===== config.mk =====
export PLATFORM = sky130hd
export DESIGN_NAME = csw_decoder
export DESIGN_NICKNAME = d
export VERILOG_FILES = /design/src/rtl/csw_pkg.sv /design/src/rtl/csw_region.sv /design/src/rtl/csw_prio.sv /design/src/rtl/csw_decoder.sv
export SDC_FILE = /design/constraint.sdc
export NUM_CORES = 1
export LEC_CHECK = 0
export BUFFER_PORTS_ARGS = -buffer_cell sky130_fd_sc_hd__buf_2
export CAP_MARGIN = 20
export CORE_AREA = 8 8 140 142
export CTS_CLUSTER_SIZE = 12
export DETAILED_ROUTE_END_ITERATION = 12
export DIE_AREA = 0 0 148 150
export GPL_TIMING_DRIVEN = 0
export PLACE_DENSITY = 0.63
export SLEW_MARGIN = 20
export SYNTH_ARGS = -nofsm -noshare
export SYNTH_HDL_FRONTEND = slang
export SYNTH_SLANG_ARGS = --single-unit
export TNS_END_PERCENT = 5

===== constraint.sdc =====
create_clock -name clk -period 6.2 [get_ports clk]
set_input_delay 0.31 -clock clk [delete_from_list [all_inputs] [get_ports clk]]
set_output_delay 0.31 -clock clk [all_outputs]
set_load 0.05 [all_outputs]

===== src/rtl/csw_pkg.sv =====
package csw_pkg;

   // Window geometry: the mask covers address bits WIN_LSB+MASK_W-1:WIN_LSB,
   // and the base covers address bits WIN_LSB+BASE_W-1:WIN_LSB.
   localparam int WIN_LSB = 24;
   localparam int MASK_W  = 4;
   localparam int BASE_W  = 6;
   localparam int OFS_W   = WIN_LSB + MASK_W;
   localparam int CMP_HI  = WIN_LSB + BASE_W - 1;

   // Positions of the fields inside the configuration word
   localparam int F_BASE_LSB  = 0;
   localparam int F_VALID_BIT = 6;
   localparam int F_MASK_LSB  = 8;
   localparam logic [31:0] CFG_KEEP = 32'h0000_0F7F;

   typedef struct packed {
      logic [MASK_W-1:0] mask;
      logic              valid;
      logic [BASE_W-1:0] base;
   } cs_cfg_t;

   // Legal masks are a run of ones starting at the top bit.
   // Zero is legal only when the strap allows the largest region.
   function automatic logic mask_legal(logic [MASK_W-1:0] m, logic allow_full);
      logic [MASK_W-1:0] inv;
      inv = ~m;
      if (m == '0) return allow_full;
      return ((inv & (inv + 1'b1)) == '0);
   endfunction

   function automatic logic [31:0] cfg_to_word(cs_cfg_t c);
      logic [31:0] w;
      w = '0;
      w[F_MASK_LSB +: MASK_W] = c.mask;
      w[F_VALID_BIT]          = c.valid;
      w[F_BASE_LSB +: BASE_W] = c.base;
      return w;
   endfunction

endpackage


===== src/rtl/csw_region.sv =====
module csw_region
   import csw_pkg::*;
#(
   parameter int IDX      = 0,
   parameter int RA_W     = 10,
   parameter int CFG_ADDR = 32'h78,
   parameter int ADDR_W   = 32
) (
   input  logic              clk,
   input  logic              rst_n,
   input  logic              allow_full,
   input  logic              reg_we,
   input  logic [RA_W-1:0]   reg_addr,
   input  logic [31:0]       reg_wdata,
   input  logic [ADDR_W-1:0] addr,
   output logic              cfg_hit,
   output logic [31:0]       cfg_word,
   output logic              match,
   output logic [OFS_W-1:0]  offset
);

   cs_cfg_t cfg_q;
   cs_cfg_t cfg_d;
   logic    win_eq;
   logic    unused_wdata;
   logic    unused_addr;

   assign cfg_hit = (reg_addr == RA_W'(CFG_ADDR));

   always_comb begin
      cfg_d.mask  = reg_wdata[F_MASK_LSB +: MASK_W];
      cfg_d.valid = reg_wdata[F_VALID_BIT];
      cfg_d.base  = reg_wdata[F_BASE_LSB +: BASE_W];
   end

   assign unused_wdata = ^{reg_wdata[31:F_MASK_LSB+MASK_W], reg_wdata[7]};
   assign unused_addr  = ^addr[ADDR_W-1:CMP_HI+1];

   always_ff @(posedge clk) begin
      if (!rst_n) begin
         cfg_q.mask  <= '1;
         cfg_q.valid <= 1'(IDX == 0);
         cfg_q.base  <= '0;
      end else if (reg_we && cfg_hit) begin
         cfg_q <= cfg_d;
      end
   end

   assign cfg_word = cfg_to_word(cfg_q);

   // Upper base bits always compare; lower ones only where the mask is set.
   assign win_eq = (((addr[CMP_HI:WIN_LSB] ^ cfg_q.base)
                     & {{(BASE_W-MASK_W){1'b1}}, cfg_q.mask}) == '0);

   assign match  = cfg_q.valid && mask_legal(cfg_q.mask, allow_full) && win_eq;
   assign offset = {addr[OFS_W-1:WIN_LSB] & ~cfg_q.mask, addr[WIN_LSB-1:0]};

   a_r2_hold_cfg: assert property (@(posedge clk) disable iff (!rst_n)
      !(reg_we && cfg_hit) |=> $stable(cfg_q));

   a_r2_keep_bits: assert property (@(posedge clk) disable iff (!rst_n)
      (reg_we && cfg_hit) |=> (cfg_word == ($past(reg_wdata) & CFG_KEEP)));

   a_r4_disabled_silent: assert property (@(posedge clk) disable iff (!rst_n)
      !cfg_q.valid |-> !match);

   a_r5_legal_mask: assert property (@(posedge clk) disable iff (!rst_n)
      match |-> (cfg_q.mask inside {4'h8, 4'hC, 4'hE, 4'hF}
                 || (cfg_q.mask == 4'h0 && allow_full)));

endmodule


===== src/rtl/csw_prio.sv =====
module csw_prio #(
   parameter int N     = 8,
   parameter int OFS_W = 28
) (
   input  logic [N-1:0]            match_vec,
   input  logic [N-1:0][OFS_W-1:0] ofs_vec,
   output logic [N-1:0]            cs_sel,
   output logic                    hit,
   output logic                    overlap,
   output logic [OFS_W-1:0]        offset
);

   localparam int CNT_W = $clog2(N + 1);

   logic [CNT_W-1:0] n_match;

   always_comb begin
      cs_sel  = '0;
      offset  = '0;
      n_match = '0;
      // Walk downward so the lowest matching region is written last.
      for (int i = N - 1; i >= 0; i--) begin
         if (match_vec[i]) begin
            cs_sel  = '0;
            cs_sel[i] = 1'b1;
            offset  = ofs_vec[i];
            n_match = n_match + 1'b1;
         end
      end
   end

   assign hit     = |match_vec;
   assign overlap = (n_match > CNT_W'(1));

endmodule


===== src/rtl/csw_decoder.sv =====
module csw_decoder
   import csw_pkg::*;
#(
   parameter int N_CS        = 8,
   parameter int ADDR_W      = 32,
   parameter int RA_W        = 10,
   parameter int BANK_BASE   = 32'h60,
   parameter int BANK_STRIDE = 32'h30,
   parameter int CFG_OFS     = 32'h18
) (
   input  logic              clk,
   input  logic              rst_n,
   input  logic              allow_full,
   input  logic              reg_we,
   input  logic [RA_W-1:0]   reg_addr,
   input  logic [31:0]       reg_wdata,
   output logic [31:0]       reg_rdata,
   input  logic [ADDR_W-1:0] addr,
   output logic [N_CS-1:0]   cs_sel,
   output logic              hit,
   output logic              overlap,
   output logic [OFS_W-1:0]  offset
);

   localparam int LAST_CFG = BANK_BASE + (N_CS - 1) * BANK_STRIDE + CFG_OFS;

   if (N_CS < 1 || N_CS > 8) begin : g_bad_count
      $error("csw_decoder: N_CS must lie in 1..8");
   end
   if (ADDR_W < CMP_HI + 1) begin : g_bad_addr
      $error("csw_decoder: ADDR_W too narrow for the window compare");
   end
   if (CFG_OFS + 4 > BANK_STRIDE) begin : g_bad_stride
      $error("csw_decoder: configuration word falls outside its bank");
   end
   if (LAST_CFG >= (1 << RA_W)) begin : g_bad_ra
      $error("csw_decoder: register address space too small");
   end

   logic [N_CS-1:0]            match_vec;
   logic [N_CS-1:0]            cfg_hit;
   logic [N_CS-1:0][31:0]      cfg_word;
   logic [N_CS-1:0][OFS_W-1:0] ofs_vec;

   for (genvar g = 0; g < N_CS; g++) begin : g_region
      csw_region #(
         .IDX      (g),
         .RA_W     (RA_W),
         .CFG_ADDR (BANK_BASE + g * BANK_STRIDE + CFG_OFS),
         .ADDR_W   (ADDR_W)
      ) u_region (
         .clk        (clk),
         .rst_n      (rst_n),
         .allow_full (allow_full),
         .reg_we     (reg_we),
         .reg_addr   (reg_addr),
         .reg_wdata  (reg_wdata),
         .addr       (addr),
         .cfg_hit    (cfg_hit[g]),
         .cfg_word   (cfg_word[g]),
         .match      (match_vec[g]),
         .offset     (ofs_vec[g])
      );
   end

   always_comb begin
      reg_rdata = '0;
      for (int i = 0; i < N_CS; i++) begin
         if (cfg_hit[i]) reg_rdata = reg_rdata | cfg_word[i];
      end
   end

   csw_prio #(
      .N     (N_CS),
      .OFS_W (OFS_W)
   ) u_prio (
      .match_vec (match_vec),
      .ofs_vec   (ofs_vec),
      .cs_sel    (cs_sel),
      .hit       (hit),
      .overlap   (overlap),
      .offset    (offset)
   );

   a_r9_onehot_sel: assert property (@(posedge clk) disable iff (!rst_n)
      $onehot0(cs_sel));

   a_r9_lowest_wins: assert property (@(posedge clk) disable iff (!rst_n)
      (cs_sel != '0) |-> (((cs_sel - 1'b1) & match_vec) == '0));

   a_r10_overlap_has_hit: assert property (@(posedge clk) disable iff (!rst_n)
      overlap |-> (hit && $countones(match_vec) >= 2));

   a_r11_idle_outputs: assert property (@(posedge clk) disable iff (!rst_n)
      !hit |-> (cs_sel == '0 && offset == '0 && !overlap));

endmodule


# Yosys cells after proc, flatten, opt, wreduce, memory -nomap -nowiden
# Cells that the tools add are included.
[totals]
reg_bits = 88
latch_bits = 0
ram_bits = 0
mem_bits_ro = 0
input_bits = 78
output_inout_bits = 70
memories = 0
[classes]
addsub = 15
mul = 0
div = 0
magnitude_cmp = 1
eq_ne = 8
shift = 0
muxes = 56
bitwise = 47
n_reduce_logical = 49
[op_table]
columns = ["cell", "n"]
rows = [
  ["28-bit 2-to-1 mux", 8],
  ["32-bit 2-to-1 mux", 6],
  ["32-bit by 12-bit OR with 32-bit output", 6],
  ["4-bit bitwise AND", 16],
  ["4-bit logical NOT", 16],
  ["8-bit 2-to-1 mux", 8],
  ["4-bit by 1-bit adder with 4-bit output (second input constant)", 14],
  ["10-bit by 9-bit == test with 1-bit output (second input constant)", 5],
  ["6-bit bitwise AND", 8],
  ["6-bit logical NOT", 8],
  ["6-bit bitwise XOR", 8],
  ["4-bit NOT", 8],
  ["4-bit 2-to-1 mux", 7],
  ["1-bit 2-to-1 mux", 25],
  ["1-bit logical AND", 24],
  ["12-bit 2-to-1 mux", 2],
  ["10-bit by 8-bit == test with 1-bit output (second input constant)", 2],
  ["12-bit OR", 1],
  ["10-bit by 7-bit == test with 1-bit output (second input constant)", 1],
  ["8-bit OR reduction", 1],
  ["4-bit by 1-bit greater-than comparator with 1-bit output (second input constant)", 1],
  ["1-bit by 1-bit adder with 2-bit output (second input constant)", 1],
]

# Logic depth before layout (Yosys ltp)
# Gate-level depths: netlist (run 1).
[depth]
ltp_word = 23
mapped_depth = 23
mapped_depth_nobuf = 22

# Cells and area by module
# Synthesis (run 1) repeated with hierarchy kept, for this count alone.
[hier_totals]
hier_cells = 1487
hier_area_um2 = 11633.7
[modules_own_cells]
columns = ["module", "n_inst", "cells_each", "area_each_um2", "seq_area_each_um2"]
rows = [
  ["csw_prio", 1, 378, 2414.8, 0.0],
  ["csw_region at g_region[2].u_region ...", 2, 116, 982.2, 220.2],
  ["csw_region at g_region[5].u_region ...", 2, 115, 978.4, 220.2],
  ["csw_decoder", 1, 184, 1318.8, 0.0],
  ["csw_region at g_region[0].u_region", 1, 116, 1003.5, 220.2],
  ["csw_region at g_region[3].u_region", 1, 116, 993.5, 220.2],
  ["csw_region at g_region[1].u_region", 1, 115, 991.0, 220.2],
  ["csw_region at g_region[4].u_region", 1, 116, 991.0, 220.2],
]

# Worst setup path before layout (run 1)
# No wires, ideal clock.
[synth_path]
path_type = "input port to output port"
start = "input port addr[27]"
end = "output port overlap"
t_arrival_ns = 5.281
slack_ns = 0.609
path_stages = 22
n_path_buf = 1
path_cell_list = "buf_6 > xor2_1 > a22o_1 > a2111oi_2 > inv_1 > ha_1 > xnor2_4 > ha_1 > nand4_1 > a21bo_2 > o21ai_0 > xor2_1 > a21oi_1 > ha_1 > o22ai_1 > a31oi_1 > mux2i_1 > inv_1 > ha_1 > or3_1 > a211oi_1 > a31oi_1"
[synth_between]
elab_chain_len = 20
word_cells_on_any_way = 48
[synth_lines]
columns = ["item", "line_no", "text"]
rows = [
  ["start: declaration", "csw_decoder.sv:18", "input logic [ADDR_W-1:0] addr,"],
  ["6-bit bitwise XOR", "csw_region.sv:52", "assign win_eq = (((addr[CMP_HI:WIN_LSB] ^ cfg_q.base)"],
  ["6-bit bitwise AND", "csw_region.sv:53", "& {{(BASE_W-MASK_W){1'b1}}, cfg_q.mask}) == '0);"],
  ["6-bit logical NOT", "csw_region.sv:52", ""],
  ["1-bit logical AND", "csw_region.sv:55", "assign match = cfg_q.valid && mask_legal(cfg_q.mask, allow_full) && win_eq;"],
  ["1-bit 2-to-1 mux", "csw_prio.sv:23", "if (match_vec[i]) begin"],
  ["1-bit by 1-bit adder with 2-bit output", "csw_prio.sv:27", "n_match = n_match + 1'b1;"],
  ["4-bit 2-to-1 mux", "csw_prio.sv:23", ""],
  ["4-bit by 1-bit adder with 4-bit output", "csw_prio.sv:27", ""],
  ["[4 not listed]", "--", ""],
  ["4-bit 2-to-1 mux", "csw_prio.sv:23", ""],
  ["4-bit by 1-bit adder with 4-bit output", "csw_prio.sv:27", ""],
  ["4-bit 2-to-1 mux", "csw_prio.sv:23", ""],
  ["4-bit by 1-bit adder with 4-bit output", "csw_prio.sv:27", ""],
  ["4-bit 2-to-1 mux", "csw_prio.sv:23", ""],
  ["4-bit by 1-bit adder with 4-bit output", "csw_prio.sv:27", ""],
  ["4-bit 2-to-1 mux (*)", "csw_prio.sv:23", ""],
  ["4-bit by 1-bit greater-than comparator with 1-bit output (*)", "csw_prio.sv:33", "assign overlap = (n_match > CNT_W'(1));"],
  ["end: declaration", "csw_decoder.sv:21", "output logic overlap,"],
]
# Mark *: on every way between the ends. The rest lies on a longest branch, timed or not.

# Final worst setup path (run 1)
[layout_path]
start = "register g_region[5].u_region.cfg_q (netlist bit g_region[5].u_region.cfg_word[2])"
end = "output port overlap"
[layout_between]
elab_chain_len = 16
[layout_lines]
columns = ["item", "line_no", "text"]
rows = [
  ["start: declaration", "csw_region.sv:22", "cs_cfg_t cfg_q;"],
  ["start signal: assignment", "csw_region.sv:45", "cfg_q <= cfg_d;"],
  ["6-bit bitwise XOR (*)", "csw_region.sv:52", ""],
  ["6-bit bitwise AND (*)", "csw_region.sv:53", ""],
  ["6-bit logical NOT (*)", "csw_region.sv:52", ""],
  ["1-bit logical AND (*)", "csw_region.sv:55", ""],
  ["4-bit 2-to-1 mux (*)", "csw_prio.sv:23", ""],
  ["4-bit by 1-bit adder with 4-bit output", "csw_prio.sv:27", ""],
  ["4-bit 2-to-1 mux (*)", "csw_prio.sv:23", ""],
  ["4-bit by 1-bit adder with 4-bit output", "csw_prio.sv:27", ""],
  ["4-bit 2-to-1 mux (*)", "csw_prio.sv:23", ""],
  ["4-bit by 1-bit adder with 4-bit output", "csw_prio.sv:27", ""],
  ["4-bit 2-to-1 mux (*)", "csw_prio.sv:23", ""],
  ["4-bit by 1-bit adder with 4-bit output", "csw_prio.sv:27", ""],
  ["4-bit 2-to-1 mux (*)", "csw_prio.sv:23", ""],
  ["4-bit by 1-bit adder with 4-bit output", "csw_prio.sv:27", ""],
  ["4-bit 2-to-1 mux (*)", "csw_prio.sv:23", ""],
  ["4-bit by 1-bit greater-than comparator with 1-bit output (*)", "csw_prio.sv:33", ""],
]
# Marked as above.

==> results of run 1 <==
[repair_timing]
action / in CTS / in global routing
gates resized for setup: 1 / 2
setup endpoints to repair: 1 / 1
pin swaps: 1 / 3
setup buffers: 1 / 4
gates cloned: 0 / 0
[metal layers]
layer,wire [um],vias up,GRT usage (%)
li1,-,2881,-
met1,9050,2723,23.7
met2,9020,311,27.9
met3,1960,40,3.42
met4,614,0,8.57
met5,0,-,0
[worst max-delay path, stage by stage, from the launching register on]
cell      delay (ps)
dfxtp_1          340
xor2_1           180
a222oi_1         330
buf_4            200
and3_4           240
buf_8            140
clkbuf_1         350
a21oi_1          180
ha_1             330
nand4_1          170
a21bo_2          260
o21ai_0           90
xor2_1           230
a21oi_1          100
ha_1             290
o22ai_1          180
a31oi_1           80
mux2i_1          250
inv_1             70
ha_1             310
or3_1            370
a211oi_1         230
a31oi_1           50
buf_2            220
[through the flow]
step	cell area [um2]	cells	hold slack (ps)	util, %
after floorplan	6050	791	456	-
after global placement	6760	1105	475	38.6
after detailed placement	6760	1105	486	38.6
after CTS	7080	1121	279	40.4
after global routing	7120	1125	283	40.6
final	7120	1125	277	40.6
[cells in the mapped netlist (4+ instances only)]
| master | instances |
|---|---|
| a21boi_0 | 57 |
| a21oi_1 | 6 |
| a222oi_1 | 26 |
| a22o_1 | 5 |
| a22oi_1 | 11 |
| and2_1 | 11 |
| and3_1 | 4 |
| buf_4 | 36 |
| clkbuf_1 | 36 |
| dfxtp_1 | 88 |
| ha_1 | 10 |
| inv_1 | 16 |
| nand2_1 | 202 |
| nand2b_1 | 4 |
| nand3_1 | 43 |
| nand4_1 | 6 |
| nor2_1 | 23 |
| nor2b_1 | 30 |
| nor3_1 | 6 |
| o211ai_1 | 10 |
| o21ai_0 | 11 |
| o221ai_1 | 4 |
| or3_1 | 4 |
| xnor2_1 | 27 |
| xor2_1 | 31 |
[power by group through the flow]
stage | combinational (mW) | sequential [mW] | clock, mW
after floorplan | 0.0987 | 0.578 | 0
after global placement | 0.135 | 0.579 | 0
after detailed placement | 0.135 | 0.579 | 0
after global routing | 0.145 | 0.566 | 0.598
final | 0.137 | 0.566 | 0.573
after CTS | 0.136 | 0.566 | 0.575
[cells by family (layout without fill, tap and decap cells)]
| kind of cell | count (synthesis) | count (layout) | synth area share, % |
|---|---|---|---|
| and+or+nand+nor | 352 | 352 | 27.5 |
| muxes | 1 | 1 | 0.168 |
| DFF | 88 | 88 | 29.5 |
| buffers and inverters | 94 | 199 | 8.67 |
| xor gates and xnor gates | 63 | 63 | 10.3 |
| other | 1 | 21 | 0.0628 |
| adders and majority gates | 10 | 10 | 2.09 |
| AOI/OAI and AO/OA | 162 | 162 | 21.7 |
[path summary, 6_finish.rpt]
| check | from | end | slack, ps |
|---|---|---|---|
| worst max-delay path | g_region[5].u_region.cfg_word[2]$_SDFFE_PN0P_ | overlap | 330 |
| worst max register to register | g_region[6].u_region.cfg_word[11]$_SDFFE_PN1P_ | g_region[6].u_region.cfg_word[11]$_SDFFE_PN1P_ | 5430 |
| worst min-delay path | reg_wdata[6] | g_region[0].u_region.cfg_word[6]$_SDFFE_PN1P_ | 280 |
| worst min register to register | g_region[3].u_region.cfg_word[6]$_SDFFE_PN0P_ | g_region[3].u_region.cfg_word[6]$_SDFFE_PN0P_ | 490 |
[cell type report]
| type | count | area (um2) |
|---|---|---|
| buffer | 78 | 458 |
| clock buffer | 11 | 233 |
| clock inverter | 4 | 70.1 |
| fill | 1849 | 10400 |
| inverter | 16 | 60.1 |
| multi-input combinational | 609 | 3780 |
| sequential | 88 | 1760 |
| tap | 229 | 287 |
| timing repair buffer | 90 | 463 |
==> metrics.md, run 1 <==
| Metric | Value |
|---|---|
| Crit. End Element | `primary output` |
| Synthesized flop and latch total | `88` |
| Sequential share of power | `44.4%` |
| CTS Hold Bufs | `0` |
| Effective utilization at floorplan | `34.1%` |
| Pleak | `3.03 nW` |
| Root Driver | `clkbuf_16` |
| Core Region | `17500 um2` |
| Worst-margin pin slew | `840 ps` |
| Power share of the combinational group | `10.7%` |
| Fmax | `0.171 GHz` |
| Die X | `148 um` |
| Pre-antenna DRT Iters | `7` |
| Max cap viols | `0` |
| Die ar. | `22200 um2` |
| GRT Total Usage | `18.0%` |
| Pin count of the biggest net entering global routing | `14` |
| Avg WL per Cell | `18.3 um` |
| Post-detail-place hpwl | `16.3 mm` |
| Required @ worst endpoint | `5890 ps` |
| Vias per cell | `5.29` |
| Clock power frac | `44.9%` |
| Top cells by area, synth | `dfxtp_1 (29%), nand2_1 (13%), a21boi_0 (7.2%)` |
| Synth warn | `0` |
| DRC errors left | `0` |
| Crit path DAT | `5560 ps` |
| Hold Path Cell Cnt | `3` |
| Final Max Slew Viols | `0` |
| Worst Hold Class | `in2reg` |
| Grt total ovfl | `0` |
| Antenna violations before repair | `0` |
| # rows | `49` |
| GP Congestion | `0.972` |
| Worst Skew | `0 ps` |
| Area delta synth->final | `19.1%` |
| EDFF count, synth | `0` |
| Fin. Hold Viols | `0` |
| TNS Setup | `0 ps` |
| P_int | `0.963 mW` |
| Post-route ant nets | `0` |
| Final period util | `94.6%` |
| Max reg flops | `88` |
| Diodes inserted | `0` |
| Worst vdd ir | `0.117 mV` |
| Clock Sinks | `88` |
| Dominant cell type by area after synthesis | `dfxtp_1` |
| Predominant post-synthesis flop cell | `dfxtp_1` |
| Power per Cell Area | `179 nW/um2` |
| Initial DRC count | `800` |
| Yosys cell types | `66` |
| Worst-path fanout max | `10` |
| Crit path time final | `5870 ps` |
| Syn_area_per_cell | `7.75 um2` |
| Num CTS Buffers | `9` |
| Commonest non-fill, non-tap cells in the layout | `nand2_1 (202), buf_2 (88), dfxtp_1 (88)` |
| Die Height | `150 um` |
| Longest Clk Path Bufs | `2` |
| First-pass GRT wire length | `31.4 mm` |
| Final setup margin | `335 ps` |
| CP Class | `reg2out` |
| Layout Nets | `980` |
| Final setup viols | `0` |
| CP startpoint kind | `flop` |
| Total power | `1.28 mW` |
| Clock slew seen by the registers of the worst setup and hold paths | `60 ps` |
| Most common cell after layout, fill and taps aside | `nand2_1` |
| Worst-skew pair later-pin latency | `350 ps` |
| Slew headroom | `43.2%` |
| Seq/Total Area, Yosys | `29.5%` |
| Outcome | `finished clean` |
| Pre-CTS setup slack | `-75.3 ps` |
| IO Count | `148` |
| Number of global-route vias before repair | `5458` |
| R2R depth | `2` |
| # H-tree levels | `3` |
| Sw Share | `24.5%` |
| Number of I/O port buffers | `85` |
| Cell Area, Synth | `5970 um2` |
| Cell count after synthesis | `771` |
| WL final | `20.6 mm` |
| Yosys top cell area share | `29.5%` |
| CTS tree | `built` |
| Total number of vias | `5955` |
| Switching power total | `0.312 mW` |
| FFs w/ async S/R, synth | `0%` |
| Share of layout cells above drive strength 1 | `18.2%` |
Note: power is estimated with default switching activity, not from simulation.
==> run 2, diff against run 1 <==
--- a/config.mk
+++ b/config.mk
@@ -5,9 +5,11 @@
 export SDC_FILE = /design/constraint.sdc
 export NUM_CORES = 1
 export LEC_CHECK = 0
+export ABC_AREA = 0
 export BUFFER_PORTS_ARGS = -buffer_cell sky130_fd_sc_hd__buf_2
 export CAP_MARGIN = 20
 export CORE_AREA = 8 8 140 142
+export CTS_BUF_LIST = sky130_fd_sc_hd__clkbuf_8 sky130_fd_sc_hd__clkbuf_16
 export CTS_CLUSTER_SIZE = 12
 export DETAILED_ROUTE_END_ITERATION = 12
 export DIE_AREA = 0 0 148 150
==> run 2 against run 1 <==
Fmax hardly changed; cell area is the same; critical endpoint unchanged; routed wire length about the same; global-route usage is the same; worst setup slack got worse by 1.2 ps; die area did not move.
==> metrics.md, run 2 (synthesized netlist as in run 1, its figures left out) <==
| Metric | Value |
|---|---|
| First-pass GRT wire length | `31.4 mm (unchanged)` |
| Number of global-route vias before repair | `5458 (unchanged)` |
| Hold_sp | `reg_wdata[10] (was reg_wdata[6])` |
| Total number of vias | `5948 (was 5955)` |
| Die ar. | `22200 um2 (unchanged)` |
| Commonest non-fill, non-tap cells in the layout | `nand2_1 (202), buf_2 (88), dfxtp_1 (88) (unchanged)` |
| Final period util | `94.6% (about the same)` |
| Worst-skew pair later-pin latency | `350 ps (about the same)` |
| Longest Clk Path Bufs | `2 (unchanged)` |
| Initial DRC count | `801 (was 800)` |
| Core Region | `17500 um2 (unchanged)` |
| Pleak | `3.04 nW (was 3.03 nW)` |
| P_int | `0.960 mW (was 0.963 mW)` |
| CTS tree | `built (unchanged)` |
| Worst Hold Class | `in2reg (unchanged)` |
| Worst reg2reg path startpoint | `g_region[1].u_region.cfg_word[10]$_SDFFE_PN1P_ (was g_region[6].u_region.cfg_word[11]$_SDFFE_PN1P_)` |
| Worst vdd ir | `0.117 mV (about the same)` |
| Pre-antenna DRT Iters | `6 (was 7)` |
| CP startpoint kind | `flop (unchanged)` |
| Grt total ovfl | `0 (unchanged)` |
| Final setup viols | `0 (unchanged)` |
| CP Class | `reg2out (unchanged)` |
| Final core utilization | `40.6% (unchanged)` |
| Die Height | `150 um (unchanged)` |
| GP Congestion | `0.972 (unchanged)` |
| IO Count | `148 (unchanged)` |
| Max cap viols | `0 (unchanged)` |
| Power share of the combinational group | `10.8% (was 10.7%)` |
| TNS Setup | `0 ps (unchanged)` |
| CTS Hold Bufs | `0 (unchanged)` |
| Effective utilization at floorplan | `34.1% (unchanged)` |
| Worst-path fanout max | `10 (unchanged)` |
| Post-route ant nets | `0 (unchanged)` |
| R2R depth | `2 (unchanged)` |
| Internal reg-to-reg setup slack | `5430 ps (about the same)` |
| Worst Skew | `0 ps (unchanged)` |
| Max reg flops | `88 (unchanged)` |
| Required @ worst endpoint | `5890 ps (about the same)` |
| # rows | `49 (unchanged)` |
| Crit. End Element | `primary output (unchanged)` |
| Clock Sinks | `88 (unchanged)` |
| Share of layout cells above drive strength 1 | `18.2% (unchanged)` |
| Crit path DAT | `5560 ps (about the same)` |
| Root Driver | `clkbuf_16 (unchanged)` |
| Clock slew seen by the registers of the worst setup and hold paths | `60 ps (about the same)` |
| Clock power frac | `44.8% (was 44.9%)` |
| Num CTS Buffers | `9 (unchanged)` |
| Most common cell after layout, fill and taps aside | `nand2_1 (unchanged)` |
| Outcome | `finished clean (unchanged)` |
| Crit path time final | `5870 ps (about the same)` |
| Hold endpoint | `g_region[0].u_region.cfg_word[10]$_SDFFE_PN1P_ (was g_region[0].u_region.cfg_word[6]$_SDFFE_PN1P_)` |
| Sw Share | `24.5% (about the same)` |
| # H-tree levels | `3 (unchanged)` |
| Number of I/O port buffers | `85 (unchanged)` |
| Power per Cell Area | `179 nW/um2 (about the same)` |
| Reg-to-reg endpoint | `g_region[1].u_region.cfg_word[10]$_SDFFE_PN1P_ (was g_region[6].u_region.cfg_word[11]$_SDFFE_PN1P_)` |
| Vias per cell | `5.29 (about the same)` |
| Fmax | `0.170 GHz (was 0.171 GHz)` |
| Diodes inserted | `0 (unchanged)` |
| Area delta synth->final | `19.1% (unchanged)` |
| Hold Path Cell Cnt | `3 (unchanged)` |
| Die X | `148 um (unchanged)` |
| DRC errors left | `0 (unchanged)` |
| Final Max Slew Viols | `0 (unchanged)` |
| GRT Total Usage | `18.0% (unchanged)` |
| WL final | `20.6 mm (about the same)` |
| Post-detail-place hpwl | `16.3 mm (unchanged)` |
| Fin. Hold Viols | `0 (unchanged)` |
| Antenna violations before repair | `0 (unchanged)` |
| Layout Nets | `980 (unchanged)` |
| Slew headroom | `43.8% (was 43.2%)` |
| Switching power total | `0.312 mW (about the same)` |
| Avg WL per Cell | `18.3 um (about the same)` |
| Pin count of the biggest net entering global routing | `14 (unchanged)` |
| Sequential share of power | `44.5% (was 44.4%)` |
| Worst-margin pin slew | `832 ps (was 840 ps)` |
| Total power | `1.27 mW (was 1.28 mW)` |
[run 2: cell count changes in the layout (fill, tap and decap cells not counted)]
cell and delta:
clkbuf_1 -2, inv_1 +2
[run 2: final cells by class]
cell class	count	area, um2
Clock inverter	6	77.6
Tap cell	229	287
Inverter	16	60.1
Clock buffer	9	225
Sequential cell	88	1760
Fill cell	1849	10400
Buffer	78	458
Multi-Input combinational cell	609	3780
Timing Repair Buffer	90	463
[run 2: per-stage QoR]
step | area (um2) | instances | hold slack [ps] | setup WS (ps)
after global placement | 6760 | 1105 | 475 | 2.51
after global routing | 7120 | 1125 | 282 | -22.5
final | 7120 | 1125 | 275 | 334
after detailed placement | 6760 | 1105 | 486 | -75.3
after CTS | 7080 | 1121 | 279 | 85.2
after floorplan | 6050 | 791 | 456 | 609
[run 2: worst max path at each step]
stage,startpoint,cells past startpoint,end
2_1_floorplan,addr[27],22,overlap
3_3_place_gp,addr[27],23,overlap
3_5_place_dp,addr[27],23,overlap
4_1_cts,g_region[5].u_region.cfg_word[2]$_SDFFE_PN0P_,22,overlap
5_1_grt,g_region[6].u_region.cfg_word[3]$_SDFFE_PN0P_,22,overlap
6_report,g_region[5].u_region.cfg_word[2]$_SDFFE_PN0P_,23,overlap
[run 2: power by group through the flow]
stage	registers (mW)	clock network [mW]	logic, mW
3_3_place_gp	0.579	0	0.135
2_1_floorplan	0.578	0	0.0987
5_1_grt	0.566	0.595	0.145
3_5_place_dp	0.579	0	0.135
4_1_cts	0.566	0.572	0.136
6_report	0.566	0.570	0.137
[run 2: routing by layer]
metal / wire length (um) / up-vias / GRT usage (%)
li1: - / 2882 / -
met1: 9110 / 2718 / 23.7
met2: 9000 / 307 / 27.9
met3: 1910 / 41 / 3.42
met4: 615 / 0 / 8.57
met5: 0 / - / 0
[run 2: worst max-delay path, stage by stage, from the launching register on]
cell and delay (ps):
dfxtp_1 340, xor2_1 180, a222oi_1 330, buf_4 200
and3_4 240, buf_8 140, clkbuf_1 350, a21oi_1 180
ha_1 330, nand4_1 170, a21bo_2 260, o21ai_0 90
xor2_1 230, a21oi_1 100, ha_1 290, o22ai_1 180
a31oi_1 80, mux2i_1 250, inv_1 70, ha_1 310
or3_1 370, a211oi_1 230, a31oi_1 50, buf_2 220
[run 2: repair_timing]
item	4_1_cts	5_1_grt
buffers inserted	1	4
gates resized for setup	1	2
endpoints found under the setup margin	1	1
gates cloned	0	0
pin swaps	1	3
==> run 3, diff against run 2 <==
--- a/config.mk
+++ b/config.mk
@@ -9,7 +9,7 @@
 export BUFFER_PORTS_ARGS = -buffer_cell sky130_fd_sc_hd__buf_2
 export CAP_MARGIN = 20
 export CORE_AREA = 8 8 140 142
-export CTS_BUF_LIST = sky130_fd_sc_hd__clkbuf_8 sky130_fd_sc_hd__clkbuf_16
+export CTS_BUF_LIST = sky130_fd_sc_hd__clkbuf_2 sky130_fd_sc_hd__clkbuf_4 sky130_fd_sc_hd__clkbuf_8
 export CTS_CLUSTER_SIZE = 12
 export DETAILED_ROUTE_END_ITERATION = 12
 export DIE_AREA = 0 0 148 150
==> run 3 against run 2 <==
Power decreased by 10%; global-route usage about the same; sequential power about the same; final cell count unchanged; non-clock buffer count unchanged; cell area decreased by 1.2%; largest power group is now sequential cells; highest routed layer unchanged.
==> metrics.md, run 3 (synthesized netlist as in run 1, its figures left out) <==
| Metric | Value |
|---|---|
| Outcome | `finished clean (unchanged)` |
| Hold endpoint | `g_region[4].u_region.cfg_word[1]$_SDFFE_PN0P_ (was g_region[0].u_region.cfg_word[10]$_SDFFE_PN1P_)` |
| Sw Share | `26.1% (was 24.5%)` |
| Post-detail-place hpwl | `16.3 mm (unchanged)` |
| Number of global-route vias before repair | `5450 (was 5458)` |
| Clock Sinks | `88 (unchanged)` |
| Die ar. | `22200 um2 (unchanged)` |
| Hold_sp | `reg_wdata[1] (was reg_wdata[10])` |
| Power per Cell Area | `163 nW/um2 (was 179 nW/um2)` |
| Required @ worst endpoint | `5890 ps (about the same)` |
| Max reg flops | `88 (unchanged)` |
| Slew headroom | `41.0% (was 43.8%)` |
| Final period util | `95.1% (was 94.6%)` |
| Clock slew seen by the registers of the worst setup and hold paths | `90 ps (was 60 ps)` |
| Internal reg-to-reg setup slack | `5430 ps (about the same)` |
| Final Max Slew Viols | `0 (unchanged)` |
| Worst vdd ir | `0.0816 mV (was 0.117 mV)` |
| Longest Clk Path Bufs | `2 (unchanged)` |
| # H-tree levels | `3 (unchanged)` |
| Diodes inserted | `0 (unchanged)` |
| Fmax | `0.170 GHz (about the same)` |
| CP startpoint kind | `flop (unchanged)` |
| Initial DRC count | `803 (was 801)` |
| Area delta synth->final | `17.7% (was 19.1%)` |
| Final setup viols | `0 (unchanged)` |
| Worst-path fanout max | `10 (unchanged)` |
| # rows | `49 (unchanged)` |
| Worst reg2reg path startpoint | `g_region[6].u_region.cfg_word[11]$_SDFFE_PN1P_ (was g_region[1].u_region.cfg_word[10]$_SDFFE_PN1P_)` |
| Die X | `148 um (unchanged)` |
| Clock power frac | `38.6% (was 44.8%)` |
| First-pass GRT wire length | `31.3 mm (was 31.4 mm)` |
| Crit path time final | `5890 ps (was 5870 ps)` |
| Final core utilization | `40.1% (was 40.6%)` |
| Layout Nets | `980 (unchanged)` |
| Antenna violations before repair | `0 (unchanged)` |
| Pre-antenna DRT Iters | `9 (was 6)` |
| Max cap viols | `0 (unchanged)` |
| Grt total ovfl | `0 (unchanged)` |
| Reg-to-reg endpoint | `g_region[6].u_region.cfg_word[11]$_SDFFE_PN1P_ (was g_region[1].u_region.cfg_word[10]$_SDFFE_PN1P_)` |
| Crit. End Element | `primary output (unchanged)` |
| Vias per cell | `5.30 (was 5.29)` |
| Root Driver | `clkbuf_8 (was clkbuf_16)` |
| Avg WL per Cell | `18.3 um (about the same)` |
| Pleak | `2.99 nW (was 3.04 nW)` |
| Worst Hold Class | `in2reg (unchanged)` |
| WL final | `20.6 mm (about the same)` |
| Sequential share of power | `49.4% (was 44.5%)` |
| Fin. Hold Viols | `0 (unchanged)` |
| Core Region | `17500 um2 (unchanged)` |
| GP Congestion | `0.972 (unchanged)` |
| Power share of the combinational group | `12.0% (was 10.8%)` |
| Most common cell after layout, fill and taps aside | `nand2_1 (unchanged)` |
| Share of layout cells above drive strength 1 | `18.4% (was 18.2%)` |
| Effective utilization at floorplan | `34.1% (unchanged)` |
| CP Class | `reg2out (unchanged)` |
| Num CTS Buffers | `9 (unchanged)` |
| Worst Skew | `0 ps (unchanged)` |
| Switching power total | `0.298 mW (was 0.312 mW)` |
| R2R depth | `2 (unchanged)` |
| Total number of vias | `5959 (was 5948)` |
| Post-route ant nets | `0 (unchanged)` |
| Crit path DAT | `5580 ps (was 5560 ps)` |
| Die Height | `150 um (unchanged)` |
| TNS Setup | `0 ps (unchanged)` |
| IO Count | `148 (unchanged)` |
| P_int | `0.846 mW (was 0.960 mW)` |
| Number of I/O port buffers | `85 (unchanged)` |
| # fillers | `1865 (was 1849)` |
| DRC errors left | `0 (unchanged)` |
| CTS tree | `built (unchanged)` |
| GRT Total Usage | `18.0% (about the same)` |
| Worst-skew pair later-pin latency | `370 ps (was 350 ps)` |
| Commonest non-fill, non-tap cells in the layout | `nand2_1 (202), buf_2 (88), dfxtp_1 (88) (unchanged)` |
| Worst-margin pin slew | `862 ps (was 832 ps)` |
| Pin count of the biggest net entering global routing | `14 (unchanged)` |
| Hold Path Cell Cnt | `3 (unchanged)` |
run 3: how the worst max path moves through the flow:
| stage | start | endpoint | cells past startpoint |
|---|---|---|---|
| floorplan | addr[27] | overlap | 22 |
| global placement | addr[27] | overlap | 23 |
| detailed placement | addr[27] | overlap | 23 |
| CTS | g_region[5].u_region.cfg_word[2]$_SDFFE_PN0P_ | overlap | 22 |
| global route | g_region[5].u_region.cfg_word[2]$_SDFFE_PN0P_ | overlap | 23 |
| finish | g_region[5].u_region.cfg_word[2]$_SDFFE_PN0P_ | overlap | 23 |
run 3: area by class of cell:
type                            count  area (um2)  share of cell area, %
Clock buffer                       11         139                   1.97
Multi-Input combinational cell    609        3790                   54.0
Inverter                           16        60.1                  0.854
Buffer                             78         458                   6.51
Sequential cell                    88        1760                   25.0
Tap cell                          229         287                   4.07
Timing Repair Buffer               90         463                   6.58
Clock inverter                      4        70.1                  0.996
run 3: through the flow:
step,std cells,power (mW),hold slack (ps),setup WS (ps),area [um2]
final,1125,1.14,244,307,7030
after global routing,1125,1.18,243,-2.56,7030
after CTS,1121,1.14,243,47.0,6990
after detailed placement,1105,0.713,486,-75.3,6760
after global placement,1105,0.714,475,2.51,6760
after floorplan,791,0.677,456,609,6050
run 3: power groups by stage:
stage                     clock [mW]  sequential [mW]  combinational, mW
after global placement             0            0.579              0.135
final                          0.442            0.565              0.137
after detailed placement           0            0.579              0.135
after CTS                      0.443            0.565              0.136
after global routing           0.468            0.565              0.145
after floorplan                    0            0.578             0.0987
run 3: worst max-delay path: stages (launching register included):
cell and delay, ps:
dfxtp_1 350, xor2_1 170, a222oi_1 310, buf_4 190, and3_4 250, buf_8 140
clkbuf_1 350, a21oi_1 180, ha_1 330, nand4_1 170, a21bo_2 260, o21ai_0 90
xor2_1 230, a21oi_1 100, ha_1 290, o22ai_1 180, a31oi_1 80, mux2i_1 250
inv_1 70, ha_1 310, or3_1 370, a211oi_1 230, a31oi_1 50, buf_2 220
run 3: timing repair:
action / 4_1_cts / 5_1_grt
setup buffers: 1 / 4
hold buffers: 0 / 0
pin swaps: 1 / 4
endpoints found under the setup margin: 1 / 1
gates resized for setup: 1 / 3
run 3: layer usage:
layer  routed length [um]  vias up  GRT usage, %
li1                     -     2883             -
met5                    0        -             0
met4                  606        0          8.21
met3                 1820       44          3.24
met2                 8970      309          28.0
met1                 9180     2723          23.7
